--- src/rtl/irfifo_pkg.sv ---
package irfifo_pkg;

    typedef enum logic [1:0] {
        MODE_IDLE = 2'd0,
        MODE_TX   = 2'd1,
        MODE_RX   = 2'd2
    } ir_mode_e;

    // Transmit wins when both enables are set.
    function automatic ir_mode_e pick_mode(input logic tx, input logic rx);
        if (tx)      return MODE_TX;
        else if (rx) return MODE_RX;
        else         return MODE_IDLE;
    endfunction

endpackage

--- src/rtl/irfifo_store.sv ---
module irfifo_store #(
    parameter int DEPTH = 32,
    parameter int DW    = 8,
    localparam int AW   = $clog2(DEPTH),
    localparam int CW   = $clog2(DEPTH + 1)
) (
    input  logic          clk,
    input  logic          rst_n,
    input  logic          idle,
    input  logic          push,
    input  logic [DW-1:0] push_data,
    input  logic          pop,
    output logic [DW-1:0] pop_data,
    output logic [CW-1:0] count,
    output logic [CW-1:0] count_nx,
    output logic          full,
    output logic          overrun
);

    typedef struct packed {
        logic [DEPTH-1:0][DW-1:0] mem;
        logic [AW-1:0]            wp;
        logic [AW-1:0]            rp;
        logic [CW-1:0]            cnt;
        logic                     ovr;
    } store_t;

    store_t st_d, st_q;
    logic   do_push, do_pop, is_full, is_empty;

    always_comb begin
        is_full  = (st_q.cnt == CW'(DEPTH));
        is_empty = (st_q.cnt == '0);
        do_pop   = pop && !is_empty;
        do_push  = push && (!is_full || do_pop);

        st_d = st_q;
        if (do_push) begin
            st_d.mem[st_q.wp] = push_data;
            st_d.wp = (st_q.wp == AW'(DEPTH - 1)) ? '0 : st_q.wp + 1'b1;
        end
        if (do_pop) begin
            st_d.rp = (st_q.rp == AW'(DEPTH - 1)) ? '0 : st_q.rp + 1'b1;
        end
        case ({do_push, do_pop})
            2'b10:   st_d.cnt = st_q.cnt + 1'b1;
            2'b01:   st_d.cnt = st_q.cnt - 1'b1;
            default: st_d.cnt = st_q.cnt;
        endcase
        if (idle)
            st_d.ovr = 1'b0;
        else if (push && !do_push)
            st_d.ovr = 1'b1;
    end

    always_ff @(posedge clk or negedge rst_n) begin
        if (!rst_n) st_q <= '0;
        else        st_q <= st_d;
    end

    assign pop_data = (st_q.cnt != '0) ? st_q.mem[st_q.rp] : '0;
    assign count    = st_q.cnt;
    assign count_nx = st_d.cnt;
    assign full     = (st_q.cnt == CW'(DEPTH));
    assign overrun  = st_q.ovr;

endmodule

--- src/rtl/irfifo_req.sv ---
module irfifo_req
    import irfifo_pkg::*;
#(
    parameter int CW = 6
) (
    input  logic          clk,
    input  logic          rst_n,
    input  ir_mode_e      mode,
    input  logic [CW-1:0] thresh,
    input  logic [CW-1:0] count,
    input  logic [CW-1:0] count_nx,
    input  logic          dma_en,
    input  logic          dreq_pol,
    input  logic          dack,
    input  logic          tc,
    output logic          irq,
    output logic          dreq,
    output logic          req_act
);

    typedef struct packed {
        logic req;
        logic tc_block;
    } req_t;

    req_t rq_d, rq_q;
    logic want_now, want_after, dma_on, tc_hit;

    function automatic logic wants(input ir_mode_e m, input logic [CW-1:0] c,
                                   input logic [CW-1:0] t);
        case (m)
            MODE_RX: return (c != '0) && (c >= t);
            MODE_TX: return (c < t);
            default: return 1'b0;
        endcase
    endfunction

    always_comb begin
        want_now   = wants(mode, count, thresh);
        want_after = wants(mode, count_nx, thresh);
        dma_on     = dma_en && (mode != MODE_IDLE);
        tc_hit     = dack && tc;

        rq_d = rq_q;
        if (!dma_on)
            rq_d.tc_block = 1'b0;
        else if (tc_hit)
            rq_d.tc_block = 1'b1;
        else if (!want_now)
            rq_d.tc_block = 1'b0;

        if (!dma_on || tc_hit)
            rq_d.req = 1'b0;
        else if (rq_q.req)
            rq_d.req = !(dack && !want_after);
        else
            rq_d.req = want_now && !rq_q.tc_block;
    end

    always_ff @(posedge clk or negedge rst_n) begin
        if (!rst_n) rq_q <= '0;
        else        rq_q <= rq_d;
    end

    assign irq     = !dma_en && want_now;
    assign req_act = rq_q.req;
    assign dreq    = dreq_pol ? rq_q.req : !rq_q.req;

endmodule

--- src/rtl/irfifo_rxtmo.sv ---
module irfifo_rxtmo
    import irfifo_pkg::*;
#(
    parameter int CW   = 6,
    parameter int BP_W = 16,
    localparam int TW  = BP_W + 5
) (
    input  logic            clk,
    input  logic            rst_n,
    input  ir_mode_e        mode,
    input  logic [CW-1:0]   count,
    input  logic [CW-1:0]   thresh,
    input  logic [BP_W-1:0] bit_period,
    input  logic            push,
    input  logic            pop,
    output logic            timeout
);

    typedef struct packed {
        logic [TW-1:0] cnt;
        logic          flag;
    } tmo_t;

    tmo_t tm_d, tm_q;
    logic          running, touched;
    logic [TW-1:0] last_tick;

    always_comb begin
        // 4 characters of 8 bits each
        last_tick = {bit_period, 5'b0} - 1'b1;
        running   = (mode == MODE_RX) && (count != '0) && (count < thresh);
        touched   = push || pop;

        tm_d = tm_q;
        if (touched || !running)
            tm_d.cnt = '0;
        else if (!tm_q.flag)
            tm_d.cnt = tm_q.cnt + 1'b1;

        if (touched || !running)
            tm_d.flag = 1'b0;
        else if (tm_q.cnt == last_tick)
            tm_d.flag = 1'b1;
    end

    always_ff @(posedge clk or negedge rst_n) begin
        if (!rst_n) tm_q <= '0;
        else        tm_q <= tm_d;
    end

    assign timeout = tm_q.flag;

endmodule

--- src/rtl/irfifo_dma.sv ---
module irfifo_dma
    import irfifo_pkg::*;
#(
    parameter int DEPTH = 32,
    parameter int DW    = 8,
    parameter int BP_W  = 16,
    localparam int CW   = $clog2(DEPTH + 1)
) (
    input  logic            clk,
    input  logic            rst_n,
    input  logic            tx_en,
    input  logic            rx_en,
    input  logic            dma_en,
    input  logic            dreq_pol,
    input  logic [CW-1:0]   thresh,
    input  logic [BP_W-1:0] bit_period,
    input  logic            push,
    input  logic [DW-1:0]   push_data,
    input  logic            pop,
    output logic [DW-1:0]   pop_data,
    input  logic            dack,
    input  logic            tc,
    output logic [CW-1:0]   count,
    output logic            full,
    output logic            overrun,
    output logic            irq,
    output logic            dreq,
    output logic            rx_timeout
);

    ir_mode_e      mode;
    logic [CW-1:0] count_nx;
    logic          req_act;

    assign mode = pick_mode(tx_en, rx_en);

    irfifo_store #(.DEPTH(DEPTH), .DW(DW)) u_store (
        .clk       (clk),
        .rst_n     (rst_n),
        .idle      (mode == MODE_IDLE),
        .push      (push),
        .push_data (push_data),
        .pop       (pop),
        .pop_data  (pop_data),
        .count     (count),
        .count_nx  (count_nx),
        .full      (full),
        .overrun   (overrun)
    );

    irfifo_req #(.CW(CW)) u_req (
        .clk      (clk),
        .rst_n    (rst_n),
        .mode     (mode),
        .thresh   (thresh),
        .count    (count),
        .count_nx (count_nx),
        .dma_en   (dma_en),
        .dreq_pol (dreq_pol),
        .dack     (dack),
        .tc       (tc),
        .irq      (irq),
        .dreq     (dreq),
        .req_act  (req_act)
    );

    irfifo_rxtmo #(.CW(CW), .BP_W(BP_W)) u_tmo (
        .clk        (clk),
        .rst_n      (rst_n),
        .mode       (mode),
        .count      (count),
        .thresh     (thresh),
        .bit_period (bit_period),
        .push       (push),
        .pop        (pop),
        .timeout    (rx_timeout)
    );

endmodule

--- config.mk ---
export PLATFORM = sky130hd
export DESIGN_NAME = irfifo_dma
export DESIGN_NICKNAME = d
export VERILOG_FILES = /design/src/rtl/irfifo_pkg.sv /design/src/rtl/irfifo_store.sv /design/src/rtl/irfifo_req.sv /design/src/rtl/irfifo_rxtmo.sv /design/src/rtl/irfifo_dma.sv
export SDC_FILE = /design/constraint.sdc
export NUM_CORES = 1
export LEC_CHECK = 0
export ABC_AREA = 1
export BUFFER_PORTS_ARGS = -buffer_cell sky130_fd_sc_hd__clkbuf_2
export CELL_PAD_IN_SITES_DETAIL_PLACEMENT = 1
export CELL_PAD_IN_SITES_GLOBAL_PLACEMENT = 2
export CORE_ASPECT_RATIO = 0.75
export CORE_MARGIN = 3
export CORE_UTILIZATION = 40
export DETAILED_ROUTE_END_ITERATION = 10
export PLACE_DENSITY = 0.79
export SKIP_LAST_GASP = 1
export SYNTH_ARGS = -nofsm -noshare
export SYNTH_HDL_FRONTEND = slang
export SYNTH_SLANG_ARGS = --single-unit
--- constraint.sdc ---
create_clock -name clk -period 9.3 [get_ports clk]
set_clock_uncertainty 0.05 [all_clocks]
set_input_delay 0.465 -clock clk [delete_from_list [all_inputs] [get_ports clk]]
set_output_delay 0.465 -clock clk [all_outputs]
set_load 0.03 [all_outputs]
==> out/metrics.cfg <==
[run_status]
status = complete, but fails checks
failed_checks = negative hold slack

[sta]
worst_slew_pin_slew_ps = 1090
setup_viol = 0
setup-tns-final_ps = 0
fin_ws_ps = 4980
hold_violations = 2
fin_crit_ps = 4320
max_slew_margin = 0.271
whs_ps = -11.0
report.final.slew_viol_count = 0
rsz0062_at_grt = false
fmax_ghz = 0.232
fin_crit_sh = 0.464

[synthesis]
synth_cell_types = 40
ys_top_cells_by_area = dfrtp_1 48%, nand2_1 9.1%, o21ai_0 7.2%
yosysSeqAreaShare = 0.479
yosysTopAreaCell = dfrtp_1
syn_nets = 1889
yosysWarnings = 0
syn_inst = 1823
syn-cell-area_um2 = 15500
avgSynthCellArea_um2 = 8.51
synth_seq_cells = 297
yosys.area.top_type_share = 0.479

[setup_path]
crit_path_frequent_cell = o211ai_1
endpoint_kind = output port
cp_max_fo = 63
critical_path_required_ps = 8790
reg2reg_slack_ps = 5420
critPathTopFamily = buffers and inverters
start_kind = flip-flop
cpPeakStageDelay_ps = 690
arrival_ps = 3800
critical_path_class = flip-flop to output port
path_buf_inv = 3
path_cells = inv_2, buf_4, o21ai_0, o211ai_1, o211ai_1, nand3_1, nand2_1, a31oi_1, clkbuf_2
cpMaxStageDelayCell = buf_4

[cells_and_area]
fill_cells = 4447
synthToLayoutAreaGrowth_pct = 9.38
diodes = 0
final_cell_mix = 378 x nand2_1, 296 x dfrtp_1, 225 x nor2_1, 224 x o21ai_0, 99 x o21ai_2
layout_commonest_cell = nand2_1
finalNetCount = 1882
stdcell_area_um2 = 17000
final_cells = 2344
drive_above_1_share = 0.146

[floorplan]
coreArea_um2 = 37600
fp.dieArea_um2 = 41200
die_h_um = 177
row_count = 61
io_pins = 59
die_w_um = 233
initial_core_util = 0.412

[clock_tree]
clk_pin_slew_ps = 60
cts_num_sinks = 297
clockBufferDepth = 3
numCtsBuffers = 34
post_cts_buffers = 0
hold_buffers = 0
cts_resized = 0
cts-htree-levels = 2
insertion_delay_ps = 520
tritoncts = built
clockRootBuffer = clkbuf_16

[min_path]
min_path_type = primary input to async pin

[global_route]
grt_pass1_vias = 12700
grt_max_degree = 139
grt-ovfl-total = 0
grt_pass1_wl_um = 76100
grt_antenna_before_repair = 0
grt_util_all_layers = 0.235

[power_and_ir_drop]
total_leakage_power_nw = 8.03
peakVddDrop_uv = 159
power_mw = 5.51
p_per_area_nw_per_um2 = 325

[routing]
viasPerCell = 5.41
dr_total_vias = 12700
wl_per_cell_um = 20.3
wl_um = 47600
final_antenna_net_count = 0
dr.pass1.iters = 5
drt-initial-drc-count = 887
drc = 0

[placed_design]
dp_cells = 2284
placed_area_um2 = 15900
hpwl_um = 30500
gp_congestion = 0.782
place.port_buffers = 58
post-place-ws_ps = 5420

[flow_run]
drv_cap = 0

==> flip-flops by register name, indices dropped and copies added (netlist names) <==
register / cells
u_store.st_q: 266
u_tmo.tm_q: 21
u_store.count: 6
u_req.req_act: 1
u_req.rq_q: 1
u_store.overrun: 1
u_tmo.timeout: 1
==> through the flow <==
stage	hold WS [ps]	utilization
6_report	-11.0	0.451
5_1_grt	52.5	0.451
4_1_cts	26.6	0.451
3_3_place_gp	408	0.423
3_5_place_dp	414	0.423
2_1_floorplan	119	-
==> Yosys cell counts, drive strengths merged <==
| library cell | n |
|---|---|
| a221oi | 3 |
| nand4 | 8 |
| and3 | 1 |
| buf | 60 |
| o21bai | 1 |
| clkbuf | 57 |
| xnor3 | 2 |
| xnor2 | 10 |
| a21o | 2 |
| nor4 | 2 |
| ha | 25 |
| xor2 | 13 |
| a211oi | 2 |
| inv | 90 |
| a31oi | 10 |
| nor3b | 3 |
| o211ai | 64 |
| nor3 | 10 |
| nand3b | 4 |
| nand3 | 46 |
| clkinv | 3 |
| fa | 1 |
| nor2 | 232 |
| o22ai | 24 |
| nand2 | 413 |
| a21oi | 24 |
| dfrtp | 297 |
| o21ai | 416 |
==> kinds of logic (layout without fill, tap and decap cells) <==
group / Yosys count / after routing / synth area share
buffers and inverters: 210 / 227 / 0.0662
DFF: 297 / 297 / 0.479
AOI/OAI and AO/OA: 546 / 546 / 0.215
xor gates and xnor gates: 25 / 25 / 0.0159
and+or+nand+nor: 719 / 719 / 0.203
adders and majority gates: 26 / 26 / 0.0215
==> per-layer routing <==
layer  track usage  share of wire
met5             0              0
met4        0.0431          0.015
met3        0.0329          0.037
met2         0.340           0.42
met1         0.373           0.53
==> worst paths after layout <==
check	start	endpoint	cells after the start
setup / recovery	u_store.st_q[8]	pop_data[4]	9
hold / removal	rst_n	u_store.st_q[178]	1
max in group asynchronous	rst_n	u_store.st_q[73]	2
min in group clk	tc	u_req.rq_q[0]	3
hold reg to reg	u_store.st_q[193]	u_store.st_q[193]	2
setup reg to reg	u_store.count[1]	u_req.req_act	22
==> power breakdown <==
group	switching, mW	internal, mW
combinational	1.38	0.692
clock	0.546	0.760
sequential	0.335	1.79
total	2.26	3.24
==> cell type report <==
class                           count  area (µm²)  share of cell area
Clock buffer                       53        1030              0.0605
Clock inverter                      7        38.8             0.00229
Inverter                           93         350              0.0206
Multi-Input combinational cell   1316        7050               0.416
Sequential cell                   297        7440               0.438
Tap cell                          504         631              0.0372
Timing Repair Buffer               74         433              0.0255
Note: power is estimated with default switching activity, not from simulation.
